[src/rtl/pds_pkg.sv]
package pds_pkg;
  typedef enum logic [1:0] {
    ST_IDLE,
    ST_SEARCH,
    ST_GCD,
    ST_DIV
  } pds_state_t;

  // Inclusive window test on a widened frequency value.
  function automatic logic in_window(input logic [31:0] f,
                                     input logic [31:0] lo,
                                     input logic [31:0] hi);
    return (f >= lo) && (f <= hi);
  endfunction
endpackage

[src/rtl/pds_search.sv]
module pds_search #(
  parameter int TW     = 13,
  parameter int PDW    = 3,
  parameter int PD_MAX = 7,
  parameter int VCO_LO = 800,
  parameter int VCO_HI = 2000,
  localparam int VW    = TW + 2*PDW
) (
  input  logic           clk,
  input  logic           rst_n,
  input  logic           go,
  input  logic [TW-1:0]  target,
  output logic           hit,
  output logic           miss,
  output logic [PDW-1:0] p1,
  output logic [PDW-1:0] p2,
  output logic [VW-1:0]  vco
);
  localparam logic [PDW-1:0] PMAX = PDW'(PD_MAX);
  localparam logic [PDW-1:0] PONE = PDW'(1);

  logic          active;
  logic [TW-1:0] tgt;
  logic          win, last;

  assign vco  = VW'(tgt) * VW'(p1) * VW'(p2);
  assign win  = pds_pkg::in_window(32'(vco), 32'(VCO_LO), 32'(VCO_HI));
  assign last = (p1 == PMAX) && (p2 == PMAX);
  assign hit  = active && win;
  assign miss = active && !win && last;

  always_ff @(posedge clk or negedge rst_n) begin
    if (!rst_n) begin
      active <= 1'b0;
      tgt    <= '0;
      p1     <= PONE;
      p2     <= PONE;
    end else if (go) begin
      active <= 1'b1;
      tgt    <= target;
      p1     <= PONE;
      p2     <= PONE;
    end else if (active) begin
      if (win || last) begin
        active <= 1'b0;
      end else if (p2 == PMAX) begin
        p2 <= PONE;
        p1 <= p1 + PONE;
      end else begin
        p2 <= p2 + PONE;
      end
    end
  end
endmodule

[src/rtl/pds_gcd.sv]
module pds_gcd #(
  parameter int W = 19
) (
  input  logic         clk,
  input  logic         rst_n,
  input  logic         go,
  input  logic [W-1:0] a_in,
  input  logic [W-1:0] b_in,
  output logic         ready,
  output logic [W-1:0] result
);
  logic         active;
  logic [W-1:0] a, b;

  assign ready  = active && (a == '0);
  assign result = b;

  always_ff @(posedge clk or negedge rst_n) begin
    if (!rst_n) begin
      active <= 1'b0;
      a      <= '0;
      b      <= '0;
    end else if (go) begin
      active <= 1'b1;
      a      <= a_in;
      b      <= b_in;
    end else if (active && (a != '0)) begin
      if (b > a) begin
        a <= b - a;   // swap folded into the subtract
        b <= a;
      end else begin
        a <= a - b;
      end
    end
  end
endmodule

[src/rtl/pds_seqdiv.sv]
module pds_seqdiv #(
  parameter int W = 19
) (
  input  logic         clk,
  input  logic         rst_n,
  input  logic         go,
  input  logic [W-1:0] num,
  input  logic [W-1:0] den,
  output logic         ready,
  output logic [W-1:0] quo
);
  logic         active;
  logic [W-1:0] rem, dq;

  assign ready = active && (rem < dq);

  always_ff @(posedge clk or negedge rst_n) begin
    if (!rst_n) begin
      active <= 1'b0;
      rem    <= '0;
      dq     <= '0;
      quo    <= '0;
    end else if (go) begin
      active <= 1'b1;
      rem    <= num;
      dq     <= den;
      quo    <= '0;
    end else if (active && (rem >= dq)) begin
      rem <= rem - dq;
      quo <= quo + W'(1);
    end
  end
endmodule

[src/rtl/pds_solver.sv]
module pds_solver #(
  parameter int REF_MHZ = 24,
  parameter int TW      = 13,
  parameter int FBW     = 12,
  parameter int RDW     = 6,
  parameter int PDW     = 3,
  parameter int PD_MAX  = 7,
  parameter int VCO_LO  = 800,
  parameter int VCO_HI  = 2000
) (
  input  logic           clk,
  input  logic           rst_n,
  input  logic           start,
  input  logic [TW-1:0]  target_mhz,
  output logic [RDW-1:0] refdiv,
  output logic [FBW-1:0] fbdiv,
  output logic [PDW-1:0] postdiv1,
  output logic [PDW-1:0] postdiv2,
  output logic           done,
  output logic           err
);
  import pds_pkg::*;

  localparam int VW = TW + 2*PDW;
  localparam logic [TW-1:0] REF_T  = TW'(REF_MHZ);
  localparam logic [TW-1:0] LO_T   = TW'(VCO_LO);
  localparam logic [VW-1:0] REF_V  = VW'(REF_MHZ);
  localparam logic [VW-1:0] FB_MAX = VW'((1 << FBW) - 1);
  localparam logic [VW-1:0] RD_MAX = VW'((1 << RDW) - 1);

  pds_state_t     st;
  logic [VW-1:0]  vco_q;
  logic [PDW-1:0] sp1, sp2;
  logic [RDW-1:0] rd_q;
  logic [FBW-1:0] fb_q;
  logic [PDW-1:0] p1_q, p2_q;
  logic           done_q, err_q;

  // Internal events, named for the checker.
  logic           bad_req, direct, accept;
  logic           srch_go, gcd_go, div_go;
  logic           s_hit, s_miss;
  logic [PDW-1:0] s_p1, s_p2;
  logic [VW-1:0]  s_vco;
  logic           g_ready;
  logic [VW-1:0]  g_val;
  logic [VW-1:0]  gcd_b;
  logic           rq_ready, fq_ready, div_ready, ovf;
  logic [VW-1:0]  rq, fq;

  assign accept  = (st == ST_IDLE) && start;
  assign bad_req = (target_mhz == '0) || (target_mhz == REF_T) || (REF_MHZ == 0);
  assign direct  = target_mhz >= LO_T;
  assign srch_go = accept && !bad_req && !direct;
  assign gcd_go  = (accept && !bad_req && direct) || ((st == ST_SEARCH) && s_hit);
  assign gcd_b   = (st == ST_SEARCH) ? s_vco : VW'(target_mhz);
  assign div_go  = (st == ST_GCD) && g_ready;
  assign div_ready = rq_ready && fq_ready;
  assign ovf     = (fq > FB_MAX) || (rq > RD_MAX) || (fq == '0) || (rq == '0);

  pds_search #(.TW(TW), .PDW(PDW), .PD_MAX(PD_MAX), .VCO_LO(VCO_LO), .VCO_HI(VCO_HI))
    u_search (.clk(clk), .rst_n(rst_n), .go(srch_go), .target(target_mhz),
              .hit(s_hit), .miss(s_miss), .p1(s_p1), .p2(s_p2), .vco(s_vco));

  pds_gcd #(.W(VW)) u_gcd (.clk(clk), .rst_n(rst_n), .go(gcd_go), .a_in(REF_V),
                           .b_in(gcd_b), .ready(g_ready), .result(g_val));

  pds_seqdiv #(.W(VW)) u_div_ref (.clk(clk), .rst_n(rst_n), .go(div_go), .num(REF_V),
                                  .den(g_val), .ready(rq_ready), .quo(rq));
  pds_seqdiv #(.W(VW)) u_div_fb  (.clk(clk), .rst_n(rst_n), .go(div_go), .num(vco_q),
                                  .den(g_val), .ready(fq_ready), .quo(fq));

  always_ff @(posedge clk or negedge rst_n) begin
    if (!rst_n) begin
      st <= ST_IDLE;
      vco_q <= '0; sp1 <= '0; sp2 <= '0;
      rd_q <= '0; fb_q <= '0; p1_q <= '0; p2_q <= '0;
      done_q <= 1'b0; err_q <= 1'b0;
    end else begin
      done_q <= 1'b0;
      unique case (st)
        ST_IDLE: if (start) begin
          if (bad_req) begin
            rd_q <= '0; fb_q <= '0; p1_q <= '0; p2_q <= '0;
            err_q <= 1'b1; done_q <= 1'b1;
          end else if (direct) begin
            vco_q <= VW'(target_mhz);
            sp1 <= PDW'(1); sp2 <= PDW'(1);
            st <= ST_GCD;
          end else begin
            st <= ST_SEARCH;
          end
        end
        ST_SEARCH: if (s_hit) begin
          vco_q <= s_vco; sp1 <= s_p1; sp2 <= s_p2;
          st <= ST_GCD;
        end else if (s_miss) begin
          rd_q <= '0; fb_q <= '0; p1_q <= '0; p2_q <= '0;
          err_q <= 1'b1; done_q <= 1'b1;
          st <= ST_IDLE;
        end
        ST_GCD: if (g_ready) st <= ST_DIV;
        ST_DIV: if (div_ready) begin
          if (ovf) begin
            rd_q <= '0; fb_q <= '0; p1_q <= '0; p2_q <= '0;
            err_q <= 1'b1;
          end else begin
            rd_q <= rq[RDW-1:0]; fb_q <= fq[FBW-1:0];
            p1_q <= sp1; p2_q <= sp2;
            err_q <= 1'b0;
          end
          done_q <= 1'b1;
          st <= ST_IDLE;
        end
        default: st <= ST_IDLE;
      endcase
    end
  end

  assign refdiv   = rd_q;
  assign fbdiv    = fb_q;
  assign postdiv1 = p1_q;
  assign postdiv2 = p2_q;
  assign done     = done_q;
  assign err      = err_q;
endmodule

[config.mk]
export PLATFORM = sky130hd
export DESIGN_NAME = pds_solver
export DESIGN_NICKNAME = d
export VERILOG_FILES = /design/src/rtl/pds_pkg.sv /design/src/rtl/pds_search.sv /design/src/rtl/pds_gcd.sv /design/src/rtl/pds_seqdiv.sv /design/src/rtl/pds_solver.sv
export SDC_FILE = /design/constraint.sdc
export NUM_CORES = 1
export LEC_CHECK = 0
export ABC_AREA = 1
export CORE_MARGIN = 2
export CORE_UTILIZATION = 65
export CTS_CLUSTER_DIAMETER = 60
export DETAILED_ROUTE_END_ITERATION = 8
export MAX_ROUTING_LAYER = met4
export PLACE_DENSITY_LB_ADDON = 0.08
export SETUP_SLACK_MARGIN = 0.02
export SLEW_MARGIN = 20
export SYNTH_ARGS = -nofsm -noshare
export SYNTH_HDL_FRONTEND = slang
export SYNTH_HIERARCHICAL = 1
export SYNTH_SLANG_ARGS = --single-unit
[constraint.sdc]
create_clock -name clk -period 14.8 [get_ports clk]
set_input_delay 2.96 -clock clk [delete_from_list [all_inputs] [get_ports clk]]
set_output_delay 2.96 -clock clk [all_outputs]
set_load 0.05 [all_outputs]
# Word level (Yosys, flattened, before mapping)
# Index checks and enable logic that the tools add are counted.
[classes] add_sub_neg=8 multipliers=2 div=0 n_lt_le_gt_ge=10 n_eq_ne=17 n_shift=0 mux=83 bitwise=0 reduce_logical=47
[ops] cell="19-bit 2-to-1 mux" n=19
[ops] cell="19-bit subtractor" n=4
[ops] cell="12-bit 2-to-1 mux" n=6
[ops] cell="3-bit 2-to-1 mux" n=21
[ops] cell="19-bit zero test" n=3
[ops] cell="19-bit by 1-bit adder with 19-bit output, second input constant" n=2
[ops] cell="19-bit greater-or-equal comparator" n=2
[ops] cell="19-bit less-than comparator" n=2
[ops] cell="19-bit case mux with 2 select lines" n=1
[ops] cell="6-bit 2-to-1 mux" n=6
[ops] cell="12-bit case mux with 3 select lines" n=1
[ops] cell="2-bit inequality test, second input constant" n=10
[ops] cell="19-bit by 10-bit greater-or-equal comparator with 1-bit output, second input constant" n=1
[ops] cell="19-bit by 12-bit greater-than comparator with 1-bit output, second input constant" n=1
[ops] cell="19-bit greater-than comparator" n=1
[ops] cell="19-bit by 6-bit greater-than comparator with 1-bit output, second input constant" n=1
[ops] cell="19-bit by 11-bit less-or-equal comparator with 1-bit output, second input constant" n=1
[ops] cell="16-bit by 3-bit multiplier with 19-bit output" n=1
[ops] cell="19-bit nonzero test" n=1
[ops] cell="1-bit logical AND" n=18
[ops] cell="3-bit case mux with 3 select lines" n=2
[ops] cell="6-bit case mux with 3 select lines" n=1
[ops] cell="13-bit by 3-bit multiplier with 16-bit output" n=1
[ops] cell="1-bit 2-to-1 mux" n=14
[ops] cell="21 further kinds" n=47
[word_totals] reg_bits=208 latch_bits=0 mem_bits_rw=0 romBits=0 out_inout_bits=26 elab_cells=190 memories=0

# Depth between registers and ports, before layout
[logic_depth] ltp_word=10 mapped_depth=48

# Modules after synthesis
# The synthesis kept the hierarchy.
[modules_own_cells] module="pds_gcd" n_inst=1 cells_per_inst=728 area_per_inst_um2=4466.8
[modules_own_cells] module="pds_seqdiv (u_div_fb)" n_inst=1 cells_per_inst=611 area_per_inst_um2=4180.3
[modules_own_cells] module="pds_seqdiv (u_div_ref)" n_inst=1 cells_per_inst=608 area_per_inst_um2=4155.2
[modules_own_cells] module="pds_search" n_inst=1 cells_per_inst=607 area_per_inst_um2=3798.6
[modules_own_cells] module="pds_solver" n_inst=1 cells_per_inst=364 area_per_inst_um2=2713.9

# Worst setup path after synthesis
# Ideal clock, no wire load.
[synth_timing] kind="reg2reg" startpoint="register u_search.p1[0]" endpoint="register u_gcd.a[1]" setup_time_ns=0.123 t_arrival_ns=6.392 required_ns=14.677 path_slack_ns=8.284 path_stages_with_launch=44 path_buffers=5 synth_period_minus_slack_ns=6.516 cell_sequence="dfstp_2 > buf_2 > clkbuf_1 > nand2_1 > fa_1 > inv_1 > ha_1 > inv_1 > fa_1 > nand3b_1 > and2_1 > inv_1 > a21o_1 > nand2_1 > a31oi_1 > xor2_1 > inv_1 > nand2_1 > [... 8 more ...] > nand2_2 > nor2_1 > nand2_1 > nor2_2 > nand3_2 > nor2_1 > inv_1 > o21ai_1 > nand2_1 > buf_4 > inv_2 > buf_4 > inv_1 > nand2_1 > clkinv_1 > clkbuf_1 > a21oi_1 > a21oi_2"
[synth_between] elab_chain_len=8 elab_cells_between_ends=10 cone_classes="mul: 2; order compare: 2; mux: 1; reduce/logical: 5"
[synth_rtl] item="from (decl)" line="pds_search.sv:15" text="output logic [PDW-1:0] p1,"
[synth_rtl] item="from (signal assigned)" line="pds_search.sv:48" text="p1 <= p1 + PONE;"
[synth_rtl] item="13-bit by 3-bit multiplier with 16-bit output *" line="pds_search.sv:26" text="assign vco = VW'(tgt) * VW'(p1) * VW'(p2);"
[synth_rtl] item="16-bit by 3-bit multiplier with 19-bit output *" line="pds_search.sv:26"
[synth_rtl] item="via s_vco[17]" line="pds_solver.sv:44" text="logic [VW-1:0] s_vco;"
[synth_rtl] item="19-bit by 10-bit greater-or-equal comparator with 1-bit output or 19-bit by 11-bit less-or-equal comparator with 1-bit output (tied branches)" line="pds_pkg.sv:13" text="return (f >= lo) && (f <= hi);"
[synth_rtl] item="1-bit logical AND *" line="pds_pkg.sv:13"
[synth_rtl] item="1-bit logical AND *" line="pds_search.sv:29" text="assign hit = active && win;"
[synth_rtl] item="via s_hit" line="pds_solver.sv:42" text="logic s_hit, s_miss;"
[synth_rtl] item="1-bit logical AND *" line="pds_solver.sv:55" text="assign gcd_go = (accept && !bad_req && direct) || ((st == ST_SEARCH) && s_hit);"
[synth_rtl] item="1-bit logical OR *" line="pds_solver.sv:55"
[synth_rtl] item="via gcd_go" line="pds_solver.sv:41" text="logic srch_go, gcd_go, div_go;"
[synth_rtl] item="19-bit 2-to-1 mux or 2-bit nonzero test (tied branches)"
[synth_rtl] item="to (signal assigned)" line="pds_gcd.sv:25" text="a <= a_in;"
[synth_rtl] item="to (signal assigned)" line="pds_gcd.sv:29" text="a <= b - a;"
[synth_rtl] item="to (signal assigned)" line="pds_gcd.sv:32" text="a <= a - b;"
[synth_rtl] item="to (decl)" line="pds_gcd.sv:13" text="logic [W-1:0] a, b;"
# The timed path passes the listed nets; every way through them passes the cells marked *.
# A chain may end at the register's enable or synchronous reset.

# Worst setup path after layout
[layout_timing] startpoint="register u_search.p1[0]" endpoint="register u_gcd.a[3]"
[layout_between] elab_chain_len=8 elab_cells_between_ends=10 cone_classes="mul: 2; order compare: 2; mux: 1; reduce/logical: 5"
[layout_rtl] item="13-bit by 3-bit multiplier with 16-bit output *" line="pds_search.sv:26"
[layout_rtl] item="16-bit by 3-bit multiplier with 19-bit output *" line="pds_search.sv:26"
[layout_rtl] item="19-bit by 10-bit greater-or-equal comparator with 1-bit output or 19-bit by 11-bit less-or-equal comparator with 1-bit output (tied branches)" line="pds_pkg.sv:13"
[layout_rtl] item="1-bit logical AND *" line="pds_pkg.sv:13"
[layout_rtl] item="1-bit logical AND *" line="pds_search.sv:29"
[layout_rtl] item="via s_hit" line="pds_solver.sv:42"
[layout_rtl] item="1-bit logical AND *" line="pds_solver.sv:55"
[layout_rtl] item="1-bit logical OR *" line="pds_solver.sv:55"
[layout_rtl] item="19-bit 2-to-1 mux or 2-bit nonzero test (tied branches)"
# Marks and branches as above.

==> results_dict.tcl <==
set metrics [dict create \
    outcome "completed" \
    async_flop_share_pct 100.0 \
    power.switching_mw 1.770 \
    die_w_um 176.4 \
    drt_iter0_markers 1755 \
    num_antenna_cells 0 \
    worstPathArrival_ns 9.20 \
    critPathCaptureType "flop" \
    synth_edf_count 0 \
    cts_hold_buffers 0 \
    gp_congestion 0.9766 \
    drcViolationCount 0 \
    cts_made_buffers 25 \
    grt_overflow 0 \
    grt_pass1_wl_mm 86.11 \
    crit_start "u_search/p1[0]" \
    nFillCells 2531 \
    cts_setup_buffers 0 \
    dr.pass1.iters 8 \
    pre_cts_ws_ns 5.796 \
    drive_gt1_share_pct 7.119 \
    viasPerCell 5.576 \
    num_rows 63 \
    powerDensity_nw_per_um2 170.3 \
    pwr-share-clk_pct 17.7 \
    routed_wirelength_mm 51.38 \
    setup_viol_count_final 0 \
    crit_path_frequent_cell "inv_1" \
    area_delta_synth_final_pct 7.210 \
    htree_levels 1 \
    p_sw_share_pct 50.18 \
    slew_violations 0 \
    critPathTopFamily "simple AND/OR/NAND/NOR gates" \
    ctsResizeCount 0 \
    maxCapViolCount 0 \
    syn_inst 2918 \
    worstPathMaxFanout 53 \
    fmax_mhz 114.1 \
    p_int_mw 1.757 \
    final_antenna_net_count 0 \
    whs_ns 0.4818 \
    min_period_over_period_pct 59.22 \
    layout_common_cells "nand2_1 (1,080), inv_1 (351), nand3_1 (249)" \
    cts_max_path_buffers 3 \
    antenna_found_initial 0 \
    path_class "reg2reg" \
    cts_tree "yes" \
    dp_hpwl_mm 38.25 \
    die-area_um2 31110 \
    nets 3093 \
    finalHoldViolations 0 \
    setup_tns_ns 0 \
    cpPeakStageDelay_ns 0.74 \
    comb_power_share_pct 56.6 \
    slew_headroom_pct 25.96 \
    cts_root_buffer "clkbuf_16" \
    timing.rr.start "u_search/p1[0]" \
    yosysSeqAreaShare_pct 29.55 \
    path_clk_slew_ns 0.06 \
    wl_per_cell_um 15.38 \
    rsz0062_at_grt "no" \
    cts.sinks 228 \
    ys_warn_count 6 \
    multi_input_area_um2 11770 \
    numPortBuffers 41 \
    ys_ff_latch 228 \
    synth.distinct_cells 55 \
    clk_latency_ns 0.54 \
    ir_drop_mv 0.1581 \
    critical-path-slowest-cell "dfstp_2" \
    fin_worst_skew_ns 0.02047 \
    mostFrequentLayoutCell "nand2_1" \
    fp.dieH_um 176.4 \
    grt_usage_pct 34.49 \
    synth_flop_cell "dfrtp_1" \
    netlist_area_um2 19310 \
    grt_max_degree 92 \
    hold_path.class "reg2reg" \
    ff_latch_area_um2 5708 \
    synth_area_per_cell_um2 6.619 \
    cp-start-kind "flop" \
    min_from "refdiv[0]" \
    grt_pass1_vias 17910 \
    p_seq_share_pct 25.7 \
    start_util_pct 65.52 \
    worstMarginPinSlew_ns 1.109 \
    critPathRequiredTime_ns 15.23 \
    vias 18620 \
    cp.buffers_inverters 11 \
    period_needed_ns 8.764 \
    power_leakage_nw 11.28 \
    coreArea_um2 29480 \
    setup_ws_ns 6.036 \
    io_pins 42 \
]
==> layer usage <==
layer  up-vias  GRT usage, %  routed length [µm]
met5         -             -                   0
met4         0         10.30                1468
met3       128         3.984                3529
met2       716         56.24               24070
met1      8672         45.45               22320
li1       9107             -                   -
==> power by group through the flow <==
stage	Clock, mW	Sequential, mW	Combinational, mW
floorplan	0	0.828	1.55
global placement	0	0.906	1.89
detailed placement	0	0.910	1.93
CTS	0.628	0.899	1.94
global route	0.656	0.926	2.24
finish	0.623	0.907	2.00
==> synth_stat cells (all sizes together), types with 28 or more instances <==
cell type | count | share of area (%)
nand4 | 28 | 0.97
a21oi | 85 | 2.4
inv | 379 | 7.4
o21ai | 144 | 4.0
nand3 | 282 | 8.2
xor2 | 54 | 2.4
fa | 31 | 3.2
ha | 114 | 7.4
clkbuf | 45 | 0.91
dfrtp | 226 | 29
nor2 | 240 | 5.0
nand2 | 1128 | 23
buf | 53 | 2.0
==> worst min-delay path, stage by stage (launching register included) <==
cell     delay [ns]
dfrtp_1        0.34
nand2_1        0.05
nand2_1        0.06
==> layout make-up <==
type	instances	share of cell area, %
Clock inverter	15	0.7976
Inverter	381	6.906
Tap cell	390	2.356
Timing Repair Buffer	49	2.393
Sequential cell	228	27.56
Multi-Input combinational cell	2247	56.82
Clock buffer	30	3.160
==> metrics by stage <==
| stage | utilization, % | std cells | total power, mW | cell area, µm² |
|---|---|---|---|---|
| floorplan | - | 2954 | 2.374 | 19450 |
| global placement | 67.36 | 3294 | 2.797 | 19860 |
| detailed placement | 67.36 | 3294 | 2.836 | 19860 |
| CTS | 70.14 | 3339 | 3.466 | 20680 |
| global route | 70.24 | 3340 | 3.818 | 20710 |
| finish | 70.24 | 3340 | 3.527 | 20710 |
==> cell families after synthesis <==
kind of cell    synth area share, %
compound gates                7.469
xor+xnor                      3.492
fa+ha+maj                     10.60
buf+inv                       10.32
flops                         29.55
other cells                 0.03888
simple gates                  38.53
==> final timing paths <==
| check | endpoint | slack, ns | depth (start not counted) |
|---|---|---|---|
| max | u_gcd/a[3] | 6.04 | 39 |
| min | refdiv[0] | 0.48 | 2 |
| max reg2reg | u_gcd/a[3] | 6.04 | 39 |
| min reg2reg | refdiv[0] | 0.48 | 2 |
| max in group asynchronous | u_gcd/a[16] | 11.00 | 2 |
| min in group asynchronous | fbdiv[6] | 2.39 | 1 |
==> state kept, by name, summed over array words and instances (netlist names), 6 cells and up <==
register	flops
u_div_fb/rem	19
vco_q	19
u_search/tgt	13
u_gcd/result	19
u_div_ref/quo	19
u_div_fb/quo	19
u_div_fb/dq	19
u_div_ref/dq	19
refdiv	6
u_gcd/a	19
u_div_ref/rem	19
fbdiv	12
Note: power is estimated with default switching activity, not from simulation.
